`src/rtl/vwa_pkg.sv`:
```
package vwa_pkg;

   // Decoded view of one bus T-state
   typedef struct packed {
      logic active;   // a real memory access (not a refresh)
      logic vram;     // access targets video memory
      logic rom;      // access targets ROM
   } bus_req_t;

endpackage

```
`src/rtl/vwa_bus_decode.sv`:
```
module vwa_bus_decode
   import vwa_pkg::*;
(
   input  logic     mreq_n,
   input  logic     rd_n,
   input  logic     wr_n,
   input  logic     m1_n,
   input  logic     vram_sel,
   input  logic     rom_sel,
   output bus_req_t req
);

   logic act;

   // A refresh drives mreq without any strobe; it must not count
   assign act = !mreq_n && (!rd_n || !wr_n || !m1_n);

   always_comb begin
      req.active = act;
      req.vram   = act && vram_sel;
      req.rom    = act && rom_sel && !vram_sel;
   end

endmodule

```
`src/rtl/vwa_line_timer.sv`:
```
module vwa_line_timer #(
   parameter int LINE_CYCLES = 228,
   parameter int WIN_50HZ    = 80,
   parameter int WIN_60HZ    = 60
) (
   input  logic clk,
   input  logic rst_n,
   input  logic rate_60,
   output logic blank_q
);

   localparam int CW = $clog2(LINE_CYCLES);
   localparam logic [CW-1:0] LAST      = CW'(LINE_CYCLES - 1);
   localparam logic [CW-1:0] OPEN_50HZ = CW'(LINE_CYCLES - WIN_50HZ);
   localparam logic [CW-1:0] OPEN_60HZ = CW'(LINE_CYCLES - WIN_60HZ);

   initial begin
      assert (LINE_CYCLES > WIN_50HZ && LINE_CYCLES > WIN_60HZ)
         else $error("line must be longer than either blanking window");
      assert (WIN_50HZ > 0 && WIN_60HZ > 0)
         else $error("blanking windows must be non-empty");
   end

   logic [CW-1:0] cnt_q;
   logic [CW-1:0] cnt_d;
   logic [CW-1:0] open_at;

   always_comb begin
      cnt_d   = (cnt_q == LAST) ? '0 : cnt_q + 1'b1;
      open_at = rate_60 ? OPEN_60HZ : OPEN_50HZ;
   end

   // blank flag is registered together with the counter so it aligns with it
   always_ff @(posedge clk or negedge rst_n) begin
      if (!rst_n) begin
         cnt_q   <= '0;
         blank_q <= 1'b0;
      end else begin
         cnt_q   <= cnt_d;
         blank_q <= (cnt_d >= open_at);
      end
   end

   // the window opens exactly at the programmed phase
   a_r1_opens_on_time: assert property (@(posedge clk) disable iff (!rst_n)
      $rose(blank_q) |-> (cnt_q == open_at));

   // the window closes as the line wraps
   a_r1_closes_at_wrap: assert property (@(posedge clk) disable iff (!rst_n)
      (cnt_q == LAST) |=> ((cnt_q == '0) && !blank_q));

endmodule

```
`src/rtl/vwa_vram_gate.sv`:
```
module vwa_vram_gate (
   input  logic clk,
   input  logic rst_n,
   input  logic vram_req,
   input  logic blank,
   output logic stall,
   output logic grant
);

   logic held_q;

   // Decided per T-state: granted in the window, or carried over from a
   // grant the same access already had
   assign grant = vram_req && (blank || held_q);
   assign stall = vram_req && !grant;

   always_ff @(posedge clk or negedge rst_n) begin
      if (!rst_n) held_q <= 1'b0;
      else        held_q <= grant;
   end

   // a stalled access is released only by the window
   a_r3_release_only_in_window: assert property (@(posedge clk) disable iff (!rst_n)
      stall |=> (!vram_req || stall || blank));

   // the first blanking cycle lets a waiting access through
   a_r3_release_on_open: assert property (@(posedge clk) disable iff (!rst_n)
      ($rose(blank) && vram_req) |-> grant);

   // a granted access keeps its grant until it ends
   a_r5_held_to_end: assert property (@(posedge clk) disable iff (!rst_n)
      (grant && vram_req) |=> (!vram_req || grant));

endmodule

```
`src/rtl/vwa_rom_wait.sv`:
```
module vwa_rom_wait #(
   parameter int ROM_WAITS = 1
) (
   input  logic clk,
   input  logic rst_n,
   input  logic rom_req,
   output logic rom_stall
);

   initial begin
      assert (ROM_WAITS >= 0 && ROM_WAITS < 16)
         else $error("ROM wait count out of range");
   end

   generate
      if (ROM_WAITS == 0) begin : g_none
         assign rom_stall = 1'b0;
      end else begin : g_count
         localparam int WW = $clog2(ROM_WAITS + 1);
         localparam logic [WW-1:0] LIMIT = WW'(ROM_WAITS);

         logic [WW-1:0] served_q;

         assign rom_stall = rom_req && (served_q < LIMIT);

         always_ff @(posedge clk or negedge rst_n) begin
            if (!rst_n)         served_q <= '0;
            else if (!rom_req)  served_q <= '0;
            else if (rom_stall) served_q <= served_q + 1'b1;
         end

         // the first T-state of a ROM access is stretched
         a_r7_first_state_waits: assert property (@(posedge clk) disable iff (!rst_n)
            $rose(rom_req) |-> rom_stall);

         // once released, a ROM access is never stalled again
         a_r7_no_restall: assert property (@(posedge clk) disable iff (!rst_n)
            (rom_req && !rom_stall) |=> (!rom_req || !rom_stall));
      end
   endgenerate

endmodule

```
`src/rtl/vram_wait_arbiter.sv`:
```
module vram_wait_arbiter
   import vwa_pkg::*;
#(
   parameter int LINE_CYCLES = 228,
   parameter int WIN_50HZ    = 80,
   parameter int WIN_60HZ    = 60,
   parameter int ROM_WAITS   = 1
) (
   input  logic clk,
   input  logic rst_n,
   input  logic rate_60,
   input  logic mreq_n,
   input  logic rd_n,
   input  logic wr_n,
   input  logic m1_n,
   input  logic vram_sel,
   input  logic rom_sel,
   output logic wait_n,
   output logic hblank,
   output logic vram_grant
);

   bus_req_t req;
   logic     blank;
   logic     vram_stall;
   logic     rom_stall;

   vwa_bus_decode u_decode (
      .mreq_n   (mreq_n),
      .rd_n     (rd_n),
      .wr_n     (wr_n),
      .m1_n     (m1_n),
      .vram_sel (vram_sel),
      .rom_sel  (rom_sel),
      .req      (req)
   );

   vwa_line_timer #(
      .LINE_CYCLES (LINE_CYCLES),
      .WIN_50HZ    (WIN_50HZ),
      .WIN_60HZ    (WIN_60HZ)
   ) u_timer (
      .clk     (clk),
      .rst_n   (rst_n),
      .rate_60 (rate_60),
      .blank_q (blank)
   );

   vwa_vram_gate u_gate (
      .clk      (clk),
      .rst_n    (rst_n),
      .vram_req (req.vram),
      .blank    (blank),
      .stall    (vram_stall),
      .grant    (vram_grant)
   );

   vwa_rom_wait #(
      .ROM_WAITS (ROM_WAITS)
   ) u_rom (
      .clk       (clk),
      .rst_n     (rst_n),
      .rom_req   (req.rom),
      .rom_stall (rom_stall)
   );

   assign wait_n = !(vram_stall || rom_stall);
   assign hblank = blank;

   // accesses to ordinary memory never wait
   a_r6_plain_never_waits: assert property (@(posedge clk) disable iff (!rst_n)
      (!vram_sel && !rom_sel) |-> wait_n);

   // a refresh never draws a grant or a wait
   a_r9_refresh_ignored: assert property (@(posedge clk) disable iff (!rst_n)
      (rd_n && wr_n && m1_n) |-> (wait_n && !vram_grant));

endmodule

```
`config.mk`:
```
export PLATFORM = sky130hd
export DESIGN_NAME = vram_wait_arbiter
export DESIGN_NICKNAME = d
export VERILOG_FILES = /design/src/rtl/vwa_pkg.sv /design/src/rtl/vwa_bus_decode.sv /design/src/rtl/vwa_line_timer.sv /design/src/rtl/vwa_vram_gate.sv /design/src/rtl/vwa_rom_wait.sv /design/src/rtl/vram_wait_arbiter.sv
export SDC_FILE = /design/constraint.sdc
export NUM_CORES = 1
export LEC_CHECK = 0
export BUFFER_PORTS_ARGS = -buffer_cell sky130_fd_sc_hd__buf_2
export CAP_MARGIN = 20
export CELL_PAD_IN_SITES_DETAIL_PLACEMENT = 1
export CELL_PAD_IN_SITES_GLOBAL_PLACEMENT = 2
export CORE_MARGIN = 1.5
export CORE_UTILIZATION = 35
export CTS_CLUSTER_SIZE = 20
export DETAILED_ROUTE_END_ITERATION = 16
export GPL_ROUTABILITY_DRIVEN = 0
export GPL_TIMING_DRIVEN = 0
export PLACE_DENSITY = 0.84
export SLEW_MARGIN = 20
export SYNTH_ARGS = -nofsm -noshare
export SYNTH_HDL_FRONTEND = slang
export SYNTH_HIERARCHICAL = 1
export SYNTH_SLANG_ARGS = --single-unit
```
`constraint.sdc`:
```
create_clock -name clk -period 4 [get_ports clk]
set_input_delay 0.2 -clock clk [delete_from_list [all_inputs] [get_ports clk]]
set_output_delay 0.2 -clock clk [all_outputs]
set_load 0.01 [all_outputs]
```
-- After elaboration in Yosys (flattened, before gate mapping)
Cells that the tools add are included.
- output and inout bits: 3
- latch bits: 0
- flip-flop bits (word level): 11
- input port bits: 9
- ROM bits: 0
- memories kept: 0
- memory bits (writable): 0
- bitwise operators: 0
- $lt $le $gt $ge: 2
- eq/ne operators: 2
- shifts and indexed selects: 0
- reductions and logical operators: 18
- multiply operators: 0
- add/subtract/negate cells: 2
- muxes and demuxes: 4
- div/mod/pow operators: 0
- operators with widths (operator ; number):
    8-bit by 1-bit adder with 8-bit output, second input constant ; 1
    8-bit == test, second input constant ; 1
    8-bit greater-or-equal comparator ; 1
    8-bit 2-to-1 mux ; 1
    1-bit logical AND ; 7
    1-bit logical NOT ; 7
    6-bit 2-to-1 mux ; 1
    1-bit logical OR ; 4
    1-bit 2-to-1 mux ; 2
    2-bit inequality test, second input constant ; 1
    1-bit adder, second input constant ; 1
    1-bit < comparator, second input constant ; 1

-- Logic depth before layout (Yosys ltp)
- depth after elaboration: 10
- gate-level depth with buffers: 8
- gate-level depth less buffers: 8

-- Modules after synthesis
Netlist, hierarchy kept.
- modules (own cells, without submodules) (module ; area each (sq um) ; cells an instance ; sequential area each (sq um) ; times used):
    vwa_line_timer ; 488.0 ; 46 ; 225.2 ; 1
    vwa_vram_gate ; 45.0 ; 3 ; 25.0 ; 1
    vwa_rom_wait ; 42.5 ; 3 ; 25.0 ; 1
    vwa_bus_decode ; 36.3 ; 4 ; 0.0 ; 1
    vram_wait_arbiter ; 3.8 ; 1 ; 0.0 ; 1

-- Worst setup path after synthesis
OpenSTA, ideal clock, no wires.
- path kind: register -> register
- start: register u_timer.cnt_q[0]
- end: register u_timer.blank_q
- stages on the path, launching flop included: 9
- period minus slack after synthesis: 1.841 ns
- path slack: 2.159 ns
- arrival: 1.711 ns
- buffers on the path: 0
- setup time: 0.129 ns
- cell sequence: dfrtp_1 -> ha_1 -> inv_1 -> o21ai_0 -> o21ai_0 -> ha_1 -> nand3_1 -> a21oi_1 -> o41a_1
- cells in the longest elaborated chain, start to end: 3
- elaborated cells between the ends (all ways): 4
- ends and longest elaborated chain (element ; line ; source):
    start: declaration ; vwa_line_timer.sv:24 ; logic [CW-1:0] cnt_q;
    start signal: assignment ; vwa_line_timer.sv:39 ; cnt_q <= cnt_d;
    8-bit by 1-bit adder with 8-bit output or 8-bit == test (tied branches) ; vwa_line_timer.sv:29 ; cnt_d = (cnt_q == LAST) ? '0 : cnt_q + 1'b1;
    8-bit 2-to-1 mux * ; vwa_line_timer.sv:29 ;
    via u_timer.cnt_d[5] ; vwa_line_timer.sv:25 ; logic [CW-1:0] cnt_d;
    8-bit greater-or-equal comparator * ; vwa_line_timer.sv:40 ; blank_q <= (cnt_d >= open_at);
    end signal: assignment ; vwa_line_timer.sv:40 ;
    end: declaration ; vwa_line_timer.sv:9 ; output logic blank_q
Mark *: on every way through the listed nets, which the timed path passes. The rest lies on a longest branch.
A chain may end at the register's enable or synchronous reset.

-- Worst setup path in the final report
Ends and elaborated chain as after synthesis.

==> impl_metrics.csv <==
group,metric,value,unit
status,status,"finished, final reports clean",
timing,fin_tns_setup,0,ns
power_and_ir_drop,cellPowerDensity,282.9,nW/um^2
drt,drt-total-wl,1158,um
clocking,cts_tree,"yes",
critical_path,path_class,"flip-flop to flip-flop",
critical_path,crit_fanout,5,
timing,hold_violations,0,
floorplanning,num_rows,14,
timing,clock.fmax,468.3,MHz
final_layout,num-nets-final,87,
drt,drt_iter0_markers,0,
critical_path,crit_arrival,2.30,ns
flow_run,cap_violations,0,
placement,placed_cell_area,683.2,um^2
floorplanning,coreArea,1559,um^2
power_and_ir_drop,vdd_ir_drop_max,0.1204,mV
clocking,htreeDepth,1,
global_routing,grt_pass1_wl,2021,um
timing,worst_pin_slew,0.3315,ns
final_layout,n_antenna_cell,0,
drt,wl_per_cell,13.16,um
global_routing,grt_pass1_vias,460,
floorplanning,io_pins,12,
clocking,cts.repair_timing.setup_buffer_count,0,
clocking,cts_resized,0,
critical_path,end_kind,"flip-flop",
power_and_ir_drop,p_leak,0.3284,nW
global_routing,grt_antenna_before_repair,0,
power_and_ir_drop,finalPower,0.2039,mW
critical_path,required,4.16,ns
global_routing,grt_max_degree,12,
floorplanning,die_y,44.68,um
placement,placed_cells,83,
critical_path,endpoint,"u_timer/blank_q",
timing,fin_skew,0.002169,ns
global_routing,gr-total-overflow,0,
clocking,cts.clk_slew.worst_paths,0.07,ns
placement,portBuffers,11,
critical_path,r2r-start,"u_timer/cnt_q[0]",
drt,post_drt_via_cell_ratio,5.182,
drt,drc,0,
drt,antenna_left,0,
final_layout,area_growth,18.52,%
drt,firstDrtPassIters,1,
floorplanning,start_util,39.00,%
final_layout,design_area,720.7,um^2
synth,synth.avg_cell_area,10.86,um^2
clocking,clock-sinks,11,
clocking,clk_latency,0.27,ns
timing,setup_viol,0,
floorplanning,dieArea,1996,um^2
critical_path,startpoint_type,"flip-flop",
synth,synth_cells,56,
floorplanning,die_w,44.68,um
clocking,clockBufferDepth,2,
synth,syn_area,608.1,um^2
global_routing,grt_usage,15.06,%
timing,slew_headroom,77.67,%
critical_path,reg2regPathDepth,8,
synth,yosys_warnings,6,
critical_path,r2r-end,"u_timer/blank_q",
worst_hold_path,min_path_type,"input port to flip-flop",
clocking,root_buffer,"clkbuf_4",
timing,drv_slew,0,
placement,dp_hpwl,964.9,um
final_layout,drive_gt1_share,30.56,%
timing,final.period_utilization,53.39,%
worst_hold_path,holdCritStartpoint,"rom_sel",
critical_path,r2r_slack,1.86,ns
timing,finalCriticalPeriod,2.135,ns
synth,syn-num-nets,70,
timing,grt_setup_unrepaired,"false",
drt,num_vias,456,
clocking,cts_buffers,3,
critical_path,startpoint,"u_timer/cnt_q[0]",
final_layout,final_cells,88,
-- where the power goes --
group	internal, mW	total, mW	switching (mW)
sequential	0.112	0.112	0.000284
combinational	0.00816	0.0156	0.00748
clock	0.0371	0.0765	0.0394
total	0.157	0.204	0.0471
-- worst min-delay path by stage --
stage / endpoint / depth (start not counted)
6_report: u_rom/g_count.served_q / 3
5_1_grt: u_timer/blank_q / 2
4_1_cts: u_rom/g_count.served_q / 3
3_5_place_dp: u_timer/blank_q / 1
3_3_place_gp: u_rom/g_count.served_q / 1
2_1_floorplan: u_gate/held_q / 0
-- flip-flops by register name (all words and copies together) (netlist names) --
| register | cells |
|---|---|
| u_gate/held_q | 1 |
| u_rom/g_count.served_q | 1 |
| u_timer/cnt_q | 8 |
| u_timer/blank_q | 1 |
-- per-layer routing --
| metal | global-route usage [%] | vias to the layer above | wire length (um) |
|---|---|---|---|
| met1 | 20.41 | 216 | 619 |
| met5 | 0 | - | 0 |
| met4 | 14.55 | 0 | 39 |
| met3 | 2.449 | 4 | 18 |
| li1 | - | 231 | - |
| met2 | 19.71 | 5 | 481 |
-- worst max-delay path, cell delays in order, from the launching register on --
cell     delay, ns
dfrtp_1       0.43
ha_1          0.28
inv_1         0.11
o21ai_0       0.10
o21ai_0       0.30
ha_1          0.31
nand3_1       0.09
a21oi_1       0.04
o41a_1        0.35
-- per-stage QoR --
stage / hold slack, ns / util [%] / setup WS [ns]
floorplan: -0.09559 / - / 2.159
CTS: 0.2925 / 46.23 / 1.837
global route: 0.3189 / 46.23 / 1.612
finish: 0.2894 / 46.23 / 1.865
global placement: 0.07907 / 43.82 / 1.857
detailed placement: 0.07568 / 43.82 / 1.847
-- layout make-up --
| class | count | area, um^2 |
|---|---|---|
| inverter | 3 | 11.26 |
| buffer | 1 | 3.754 |
| sequential | 11 | 275.3 |
| clock buffer | 3 | 22.52 |
| timing repair buffer | 12 | 65.06 |
| multi-input combinational | 41 | 317.8 |
| clock inverter | 1 | 5.005 |
| tap | 16 | 20.02 |
| fill | 191 | 838.3 |
-- placed cells by master, fill, tap and decap left out, types with 2 or more instances in the layout --
master,instances
xnor2_1,3
nor2_1,2
a21oi_1,3
inv_1,3
o21ai_0,5
dfrtp_1,11
nand3_1,4
buf_2,11
ha_1,5
nand2_1,2
or3_1,2
clkbuf_4,3
-- repair_timing --
| action | 4_1_cts | 5_1_grt |
|---|---|---|
| hold endpoints to repair | 11 | 0 |
| hold buffers | 1 | 0 |
| setup endpoints to repair | 0 | 0 |
Power figures use the tool's default switching activity.
